==> config.mk <==
export PLATFORM = sky130hd
export DESIGN_NAME = ext_irq_latch
export DESIGN_NICKNAME = d
export VERILOG_FILES = /design/src/rtl/ext_irq_pkg.sv /design/src/rtl/ext_irq_prio.sv /design/src/rtl/ext_irq_ctl.sv /design/src/rtl/ext_irq_reg.sv /design/src/rtl/ext_irq_latch.sv
export SDC_FILE = /design/constraint.sdc
export NUM_CORES = 1
export LEC_CHECK = 0
export BUFFER_PORTS_ARGS = -buffer_cell sky130_fd_sc_hd__buf_2
export CORE_AREA = 2 2 40 42
export CTS_BUF_LIST = sky130_fd_sc_hd__clkbuf_2 sky130_fd_sc_hd__clkbuf_4 sky130_fd_sc_hd__clkbuf_8
export DETAILED_ROUTE_END_ITERATION = 16
export DIE_AREA = 0 0 42 44
export PLACE_DENSITY = 0.82
export SLEW_MARGIN = 5
export SYNTH_ARGS = -nofsm -noshare
export SYNTH_HDL_FRONTEND = slang
export SYNTH_SLANG_ARGS = --single-unit
==> constraint.sdc <==
create_clock -name clk -period 5.7 [get_ports clk]
set_input_delay 1.14 -clock clk [delete_from_list [all_inputs] [get_ports clk]]
set_output_delay 1.14 -clock clk [all_outputs]
set_load 0.05 [all_outputs]
==> src/rtl/ext_irq_pkg.sv <==
package ext_irq_pkg;

  // True when the bits above the level field carry the external tag.
  function automatic bit idx_is_ext(input int unsigned idx,
                                    input int unsigned lvl_w,
                                    input int unsigned tag);
    return (idx >> lvl_w) == tag;
  endfunction

  // External trap type for one level: tag in the upper bits, level below.
  function automatic int unsigned ext_code(input int unsigned lvl,
                                           input int unsigned lvl_w,
                                           input int unsigned tag);
    return (tag << lvl_w) | lvl;
  endfunction

endpackage

==> src/rtl/ext_irq_prio.sv <==
module ext_irq_prio #(
  parameter int LVL_W = 4
) (
  input  logic [(1<<LVL_W)-1:1] lvl_vec,
  output logic                  any_pend,
  output logic [LVL_W-1:0]      top_lvl
);
  localparam int NLVL = 1 << LVL_W;

  logic [NLVL-1:1] higher;  // some level strictly above n is pending
  logic [NLVL-1:1] win;     // one-hot winner

  genvar n;
  generate
    for (n = NLVL - 1; n >= 1; n--) begin : g_chain
      if (n == NLVL - 1) begin : g_top
        assign higher[n] = 1'b0;
      end else begin : g_mid
        assign higher[n] = higher[n+1] | lvl_vec[n+1];
      end
      assign win[n] = lvl_vec[n] & ~higher[n];
    end
  endgenerate

  assign any_pend = |lvl_vec;

  always_comb begin
    top_lvl = '0;
    for (int k = 1; k < NLVL; k++) begin
      if (win[k]) top_lvl = top_lvl | LVL_W'(k);
    end
  end
endmodule

==> src/rtl/ext_irq_ctl.sv <==
module ext_irq_ctl #(
  parameter int IDX_W   = 8,
  parameter int LVL_W   = 4,
  parameter int EXT_TAG = 1
) (
  input  logic             any_pend,
  input  logic [LVL_W-1:0] top_lvl,
  input  logic [IDX_W-1:0] cur_idx,
  input  logic             cur_req,
  input  logic             ld_en,
  input  logic [IDX_W-1:0] ld_code,
  input  logic             clr_en,
  output logic [IDX_W-1:0] sel_idx,
  output logic             arb_ok,
  output logic             arb_new,
  output logic             arb_drop,
  output logic [IDX_W-1:0] nxt_idx,
  output logic             nxt_req
);
  logic cur_ext;
  logic core_busy;

  assign cur_ext   = ext_irq_pkg::idx_is_ext(32'(cur_idx), LVL_W, EXT_TAG);
  assign sel_idx   = IDX_W'(ext_irq_pkg::ext_code(32'(top_lvl), LVL_W, EXT_TAG));
  assign core_busy = ld_en | clr_en;
  assign arb_ok    = !core_busy && any_pend && ((cur_idx == '0) || cur_ext);
  assign arb_new   = arb_ok && (sel_idx != cur_idx);
  assign arb_drop  = !core_busy && !any_pend && cur_ext;

  always_comb begin
    nxt_idx = cur_idx;
    nxt_req = cur_req;
    if (ld_en) begin
      nxt_idx = ld_code;
    end else if (clr_en) begin
      nxt_idx = '0;
      nxt_req = 1'b0;
    end else if (arb_ok) begin
      nxt_idx = sel_idx;
      if (arb_new) nxt_req = 1'b1;
    end else if (arb_drop) begin
      nxt_idx = '0;
      nxt_req = 1'b0;
    end
  end
endmodule

==> src/rtl/ext_irq_reg.sv <==
module ext_irq_reg #(
  parameter int IDX_W = 8
) (
  input  logic             clk,
  input  logic             rst,
  input  logic [IDX_W-1:0] nxt_idx,
  input  logic             nxt_req,
  output logic [IDX_W-1:0] idx_q,
  output logic             req_q
);
  always_ff @(posedge clk) begin
    if (rst) begin
      idx_q <= '0;
      req_q <= 1'b0;
    end else begin
      idx_q <= nxt_idx;
      req_q <= nxt_req;
    end
  end
endmodule

==> src/rtl/ext_irq_latch.sv <==
module ext_irq_latch #(
  parameter int IDX_W   = 8,
  parameter int LVL_W   = 4,
  parameter int EXT_TAG = 1
) (
  input  logic                  clk,
  input  logic                  rst,
  input  logic [(1<<LVL_W)-1:1] irq_lvl,
  input  logic                  ld_en,
  input  logic [IDX_W-1:0]      ld_code,
  input  logic                  clr_en,
  output logic [IDX_W-1:0]      trap_idx,
  output logic                  hard_req
);
  // Named internal events, visible to the bound checker.
  logic             sel_valid;
  logic [LVL_W-1:0] sel_lvl;
  logic [IDX_W-1:0] sel_idx;
  logic             arb_ok;
  logic             arb_new;
  logic             arb_drop;
  logic [IDX_W-1:0] nxt_idx;
  logic             nxt_req;

  ext_irq_prio #(.LVL_W(LVL_W)) prio_i (
    .lvl_vec (irq_lvl),
    .any_pend(sel_valid),
    .top_lvl (sel_lvl)
  );

  ext_irq_ctl #(.IDX_W(IDX_W), .LVL_W(LVL_W), .EXT_TAG(EXT_TAG)) ctl_i (
    .any_pend(sel_valid),
    .top_lvl (sel_lvl),
    .cur_idx (trap_idx),
    .cur_req (hard_req),
    .ld_en   (ld_en),
    .ld_code (ld_code),
    .clr_en  (clr_en),
    .sel_idx (sel_idx),
    .arb_ok  (arb_ok),
    .arb_new (arb_new),
    .arb_drop(arb_drop),
    .nxt_idx (nxt_idx),
    .nxt_req (nxt_req)
  );

  ext_irq_reg #(.IDX_W(IDX_W)) reg_i (
    .clk    (clk),
    .rst    (rst),
    .nxt_idx(nxt_idx),
    .nxt_req(nxt_req),
    .idx_q  (trap_idx),
    .req_q  (hard_req)
  );
endmodule

Yosys cells after proc, flatten, opt, wreduce, memory -nomap -nowiden --
Cells that the tools add are included.
Storage, ports and cells: flip-flop bits (word level) 9, input port bits 27, output and inout bits 9, logic and storage cells 84
Operators by class: equality and inequality tests 3, multiplexer cells 23, bitwise operators 43, reduce and logical (&&, ||, !) cells 13
Operator list (number):
- $mux 4 | 8
- $mux 8 | 4
- $not 1->1 | 15
- $reduce_or 15->1 | 1
- $and 1x1->1 | 14
- $or 1x1->1 | 14
- $mux 3 | 4
- $logic_not 8->1 | 1
- $ne 5x8->1 | 1
- $logic_and 1x1->1 | 5
- $mux 1 | 5
- $eq 4x1->1 const B | 1
- $mux 2 | 2
- $reduce_bool 4->1 | 1
- $ne 3x3->1 const B | 1
- $reduce_and 3->1 | 1
- $reduce_bool 3->1 | 1
- $logic_not 1->1 | 2
- $logic_or 1x1->1 | 1

Depth between registers and ports, before layout --
depth in word-level cells 35, mapped depth 6, depth with buffers taken out 6

By module --
A second synthesis with hierarchy kept.
Second synthesis, totals: cells, all modules 93, area, all modules 763.2 um^2
Modules (own cells, without submodules):
- ext_irq_ctl | times used 1, cells an instance 51, area an instance 382.9 um^2, seq. area each 0.0 um^2
- ext_irq_reg | times used 1, cells an instance 18, area an instance 236.5 um^2, seq. area each 180.2 um^2
- ext_irq_prio | times used 1, cells an instance 24, area an instance 143.9 um^2, seq. area each 0.0 um^2

Least setup slack after synthesis --
OpenSTA, ideal clock, no wires.
kind input port to flip-flop, start in irq_lvl[12] in the netlist's numbering, end reg reg_i.req_q, library setup time 125 ps, data arrival time 2695 ps, data required time 5575 ps, setup slack 2879 ps, stages on the path 6, path buffers 0, cells stage by stage or4_1 > or4_1 > a21boi_1 > o21ai_1 > o31ai_2 > nand3b_1
On the way: word-level cells in the longest chain between the ends 32, elaborated cells on any way between the ends 62, classes of those cells eq/ne: 2; mux: 17; bitwise: 34; reduce/logical: 9
Ends and longest elaborated chain:
- start: declaration | RTL line ext_irq_latch.sv:8 | input logic [(1<<LVL_W)-1:1] irq_lvl,
- $or 1x1->1 (11 in a row) | RTL line ext_irq_prio.sv:19 | assign higher[n] = higher[n+1] | lvl_vec[n+1];
- $not 1->1 | RTL line ext_irq_prio.sv:21 | assign win[n] = lvl_vec[n] & ~higher[n];
- $and 1x1->1 | RTL line ext_irq_prio.sv:21
- $mux 1 | RTL line ext_irq_prio.sv:30 | if (win[k]) top_lvl = top_lvl | LVL_W'(k);
- $mux 2 (2 in a row) | RTL line ext_irq_prio.sv:30
- $mux 3 (4 in a row) | RTL line ext_irq_prio.sv:30
- $mux 4 (8 in a row) | RTL line ext_irq_prio.sv:30
- $ne 5x8->1 | RTL line ext_irq_ctl.sv:27 | assign arb_new = arb_ok && (sel_idx != cur_idx);
- $logic_and 1x1->1 | RTL line ext_irq_ctl.sv:27
- $ne 3x3->1 (no source line)
- $reduce_and 3->1 (no source line)
- end signal: assignment | RTL line ext_irq_reg.sv:17 | req_q <= nxt_req;
- end: declaration | RTL line ext_irq_reg.sv:9 | output logic req_q
Parallel ways exist; a longest one is shown, timed or not. A chain may end at the register's enable or synchronous reset.

Final worst setup path --
start in irq_lvl[12] in the netlist's numbering, end reg reg_i.idx_q[3]
On the way: word-level cells in the longest chain between the ends 17, elaborated cells on any way between the ends 31, classes of those cells mux: 11; bitwise: 13; reduce/logical: 7
Ends and longest elaborated chain:
- $or 1x1->1 (4 in a row) | RTL line ext_irq_prio.sv:19
- $not 1->1 | RTL line ext_irq_prio.sv:21
- $and 1x1->1 | RTL line ext_irq_prio.sv:21
- $mux 4 (8 in a row) | RTL line ext_irq_prio.sv:30
- $mux 8 | RTL line ext_irq_ctl.sv:38 | end else if (arb_ok) begin
- $mux 8 | RTL line ext_irq_ctl.sv:35 | end else if (clr_en) begin
- $mux 8 | RTL line ext_irq_ctl.sv:33 | if (ld_en) begin
- end signal: assignment | RTL line ext_irq_reg.sv:16 | idx_q <= nxt_idx;
- end: declaration | RTL line ext_irq_reg.sv:8 | output logic [IDX_W-1:0] idx_q,
Parallel ways exist; a longest one is shown, timed or not.

==> out/metrics.cfg <==
[critical_path]
worst_setup_path_end_kind=flop
reg2reg_from=reg_i.idx_q[3]
timing.rr.end=reg_i.req_q
timing_worst_setup_path_type=in2reg
r2r_cells=6
startpoint_type=primary input
reg2reg_slack_ps=3840
timing.critical_path.required_ps=5840
crit_path_cell_trace=buf_2 -> or4_1 -> nor4_2 -> nor3b_1 -> a222oi_1 -> nor2_1
cpMaxStageDelayCell=or4_1
timing.critical_path.fanout_max=6
crit_arrival_ps=2920
critical-path-max-stage-delay_ps=610

[power_and_ir_drop]
total_power_uw=181
pwr_density_cell_mw_per_mm2=207
power.ir.vdd_worst_mv=0.180
p_leak_uw=0.000360

[clocking]
cts-root-to-sink-buffers=2
cts_tree=built
clkLatencyLatePin_ps=260
clock-root-buffer=clkbuf_4
cts_resized=0
postCtsHoldBufs=0
cts-buffers-inserted=3
htree_levels=1
cts.reportedPaths.clkPinSlew_ps=60
postCtsSetupBuffers=0
clock_sink_count=9

[synthesis]
syn_avg_cell_area_um2=7.81
synthDominantCellAreaShare=0.275
yosys.cell_types.count=34
synth-seq-cells=9
synth_sequential_area_ratio=0.275
syn-cell-area_um2=656
synthesis.yosys.warnings=0
netlist_instances=84
syn-num-nets=111
synth.area.top_cells=dfxtp_1 27%, nor2_1 6.3%, a222oi_1 6.1%
yosys.area.top_type=dfxtp_1

[outcome]
outcome=completed

[final_layout]
antennaDiodeCount=0
sequential_cell_area_um2=180
layout_common_cells=35 x buf_2, 11 x nor2_1, 9 x dfxtp_1, 6 x nor4_1
fill_cells=131
multi_input_area_um2=464
layout.cells.most_common=buf_2
areaGrowthSynthToFinish_pct=33.2
drive_gt1_frac=0.347
nNetsFinal=149
stdcell_count=137

[global_routing]
grt_pass1_vias=732
groute.usage.overall=0.222
maximum_number_of_pins_on_one_net_before_global_route_repair=12
global_route.overflow_total=0
grt_pass1_wl_mm=3.16
antenna_found_initial=0

[route]
pre_antenna_drt_iters=5
routed_wirelength_mm=1.86
detail_route.drc_violations=0
first_iter_violations=35
wire_per_inst_um=13.6
routed-via-count=837
drtAntennaViolNets=0
vias_per_cell=6.11

[min_path]
whs_endpoint=reg_i.idx_q[7]
worstHoldStart=reg_i.idx_q[7]
min-delay-path-class=reg2reg
hold_depth=2

[timing]
setup_viol=0
maxSlewViolCount=0
min_period_over_period=0.486
worst_pin_slew_ps=650
totalNegativeSetupSlack_ps=0
timing_hold_violations_final=0
final_period_minus_worst_setup_slack_ps=2770
timing.max_slew.rel_slack=0.566
setup_skew_ps=5.07
fmaxAchievable_mhz=361
rsz0062_at_grt=no

[floorplan]
die-width_um=42
die_area_mm2=0.00185
fp.coreArea_mm2=0.00142
floorplan.initialDensity=0.462
top_level_ports=36
num_rows=14
die-height_um=44

[placed_design]
routabilityCongestion=0.928
dp_hpwl_mm=1.48
place.port_buffers=35
numPlacedInstances=133

[flow_run]
max_cap_violations=0

-- synthesized netlist by cell type, drive strengths merged --
cell / instances
nand3b: 1
xnor2: 1
o21a: 1
or4: 4
clkbuf: 1
and4: 1
a31oi: 1
and3: 1
nand3: 2
inv: 1
or3: 2
a222oi: 4
o211a: 1
buf: 1
nor4: 7
a221oi: 1
nor3: 4
nor3b: 3
o2111ai: 2
o311ai: 1
o21ai: 6
nand2: 5
a211oi: 1
a22oi: 3
o31ai: 1
o31a: 1
a21oi: 1
a21boi: 1
nor2b: 5
dfxtp: 9
nor2: 11
-- stage by stage --
stage	setup slack, ps	hold slack (ps)	area, µm²	utilization
2_1_floorplan	2880	784	656	-
3_5_place_dp	2650	514	843	0.594
3_3_place_gp	2700	502	843	0.594
4_1_cts	2930	532	873	0.616
5_1_grt	2800	570	873	0.616
6_report	2930	531	873	0.616
-- power breakdown --
group / switching [µW] / internal, µW / total, µW
Sequential: 4.38 / 66.9 / 71.3
Clock: 22.0 / 31.7 / 53.7
Combinational: 35.5 / 20.6 / 56.1
Total: 62.0 / 119 / 181
-- layout make-up --
type / count / share of cell area
flip-flops and latches: 9 / 0.206
multi-input cells: 72 / 0.532
clock buffers: 4 / 0.0344
inverters: 1 / 0.00430
well taps: 16 / 0.0229
repair buffers: 35 / 0.201
-- worst max-delay path by stage --
stage	depth (start not counted)	startpoint	end
3_5_place_dp	7	irq_lvl[12]	reg_i.req_q
2_1_floorplan	6	irq_lvl[12]	reg_i.req_q
3_3_place_gp	7	irq_lvl[8]	reg_i.req_q
4_1_cts	7	irq_lvl[12]	reg_i.req_q
6_report	6	irq_lvl[12]	reg_i.idx_q[3]
5_1_grt	6	irq_lvl[12]	reg_i.idx_q[3]
-- kinds of logic (layout without fill, tap and decap cells) --
kind of cell,Yosys count,in the layout,share of synthesized area
XOR/XNOR,1,1,0.0134
AO/OA/AOI/OAI,25,25,0.294
flip-flops,9,9,0.275
buffers and inverters,3,40,0.0172
AND/OR/NAND/NOR,46,46,0.401
-- sequential cells by signal, indices dropped and copies added (netlist names) --
name and count:
reg_i.req_q 1, reg_i.idx_q 8
-- critical path: cells and delay by family --
family	cells	cell delay, ps
AND/OR/NAND/NOR	4	1300
AO/OA/AOI/OAI	1	350
buffers and inverters	1	120
-- layer usage --
| metal | up-vias | GRT usage | routed length [µm] |
|---|---|---|---|
| li1 | 419 | - | - |
| met1 | 391 | 0.302 | 836 |
| met2 | 25 | 0.347 | 929 |
| met3 | 2 | 0.0667 | 89 |
| met4 | 0 | 0.0516 | 2 |
| met5 | - | 0 | 0 |
Note: power is estimated with default switching activity, not from simulation.
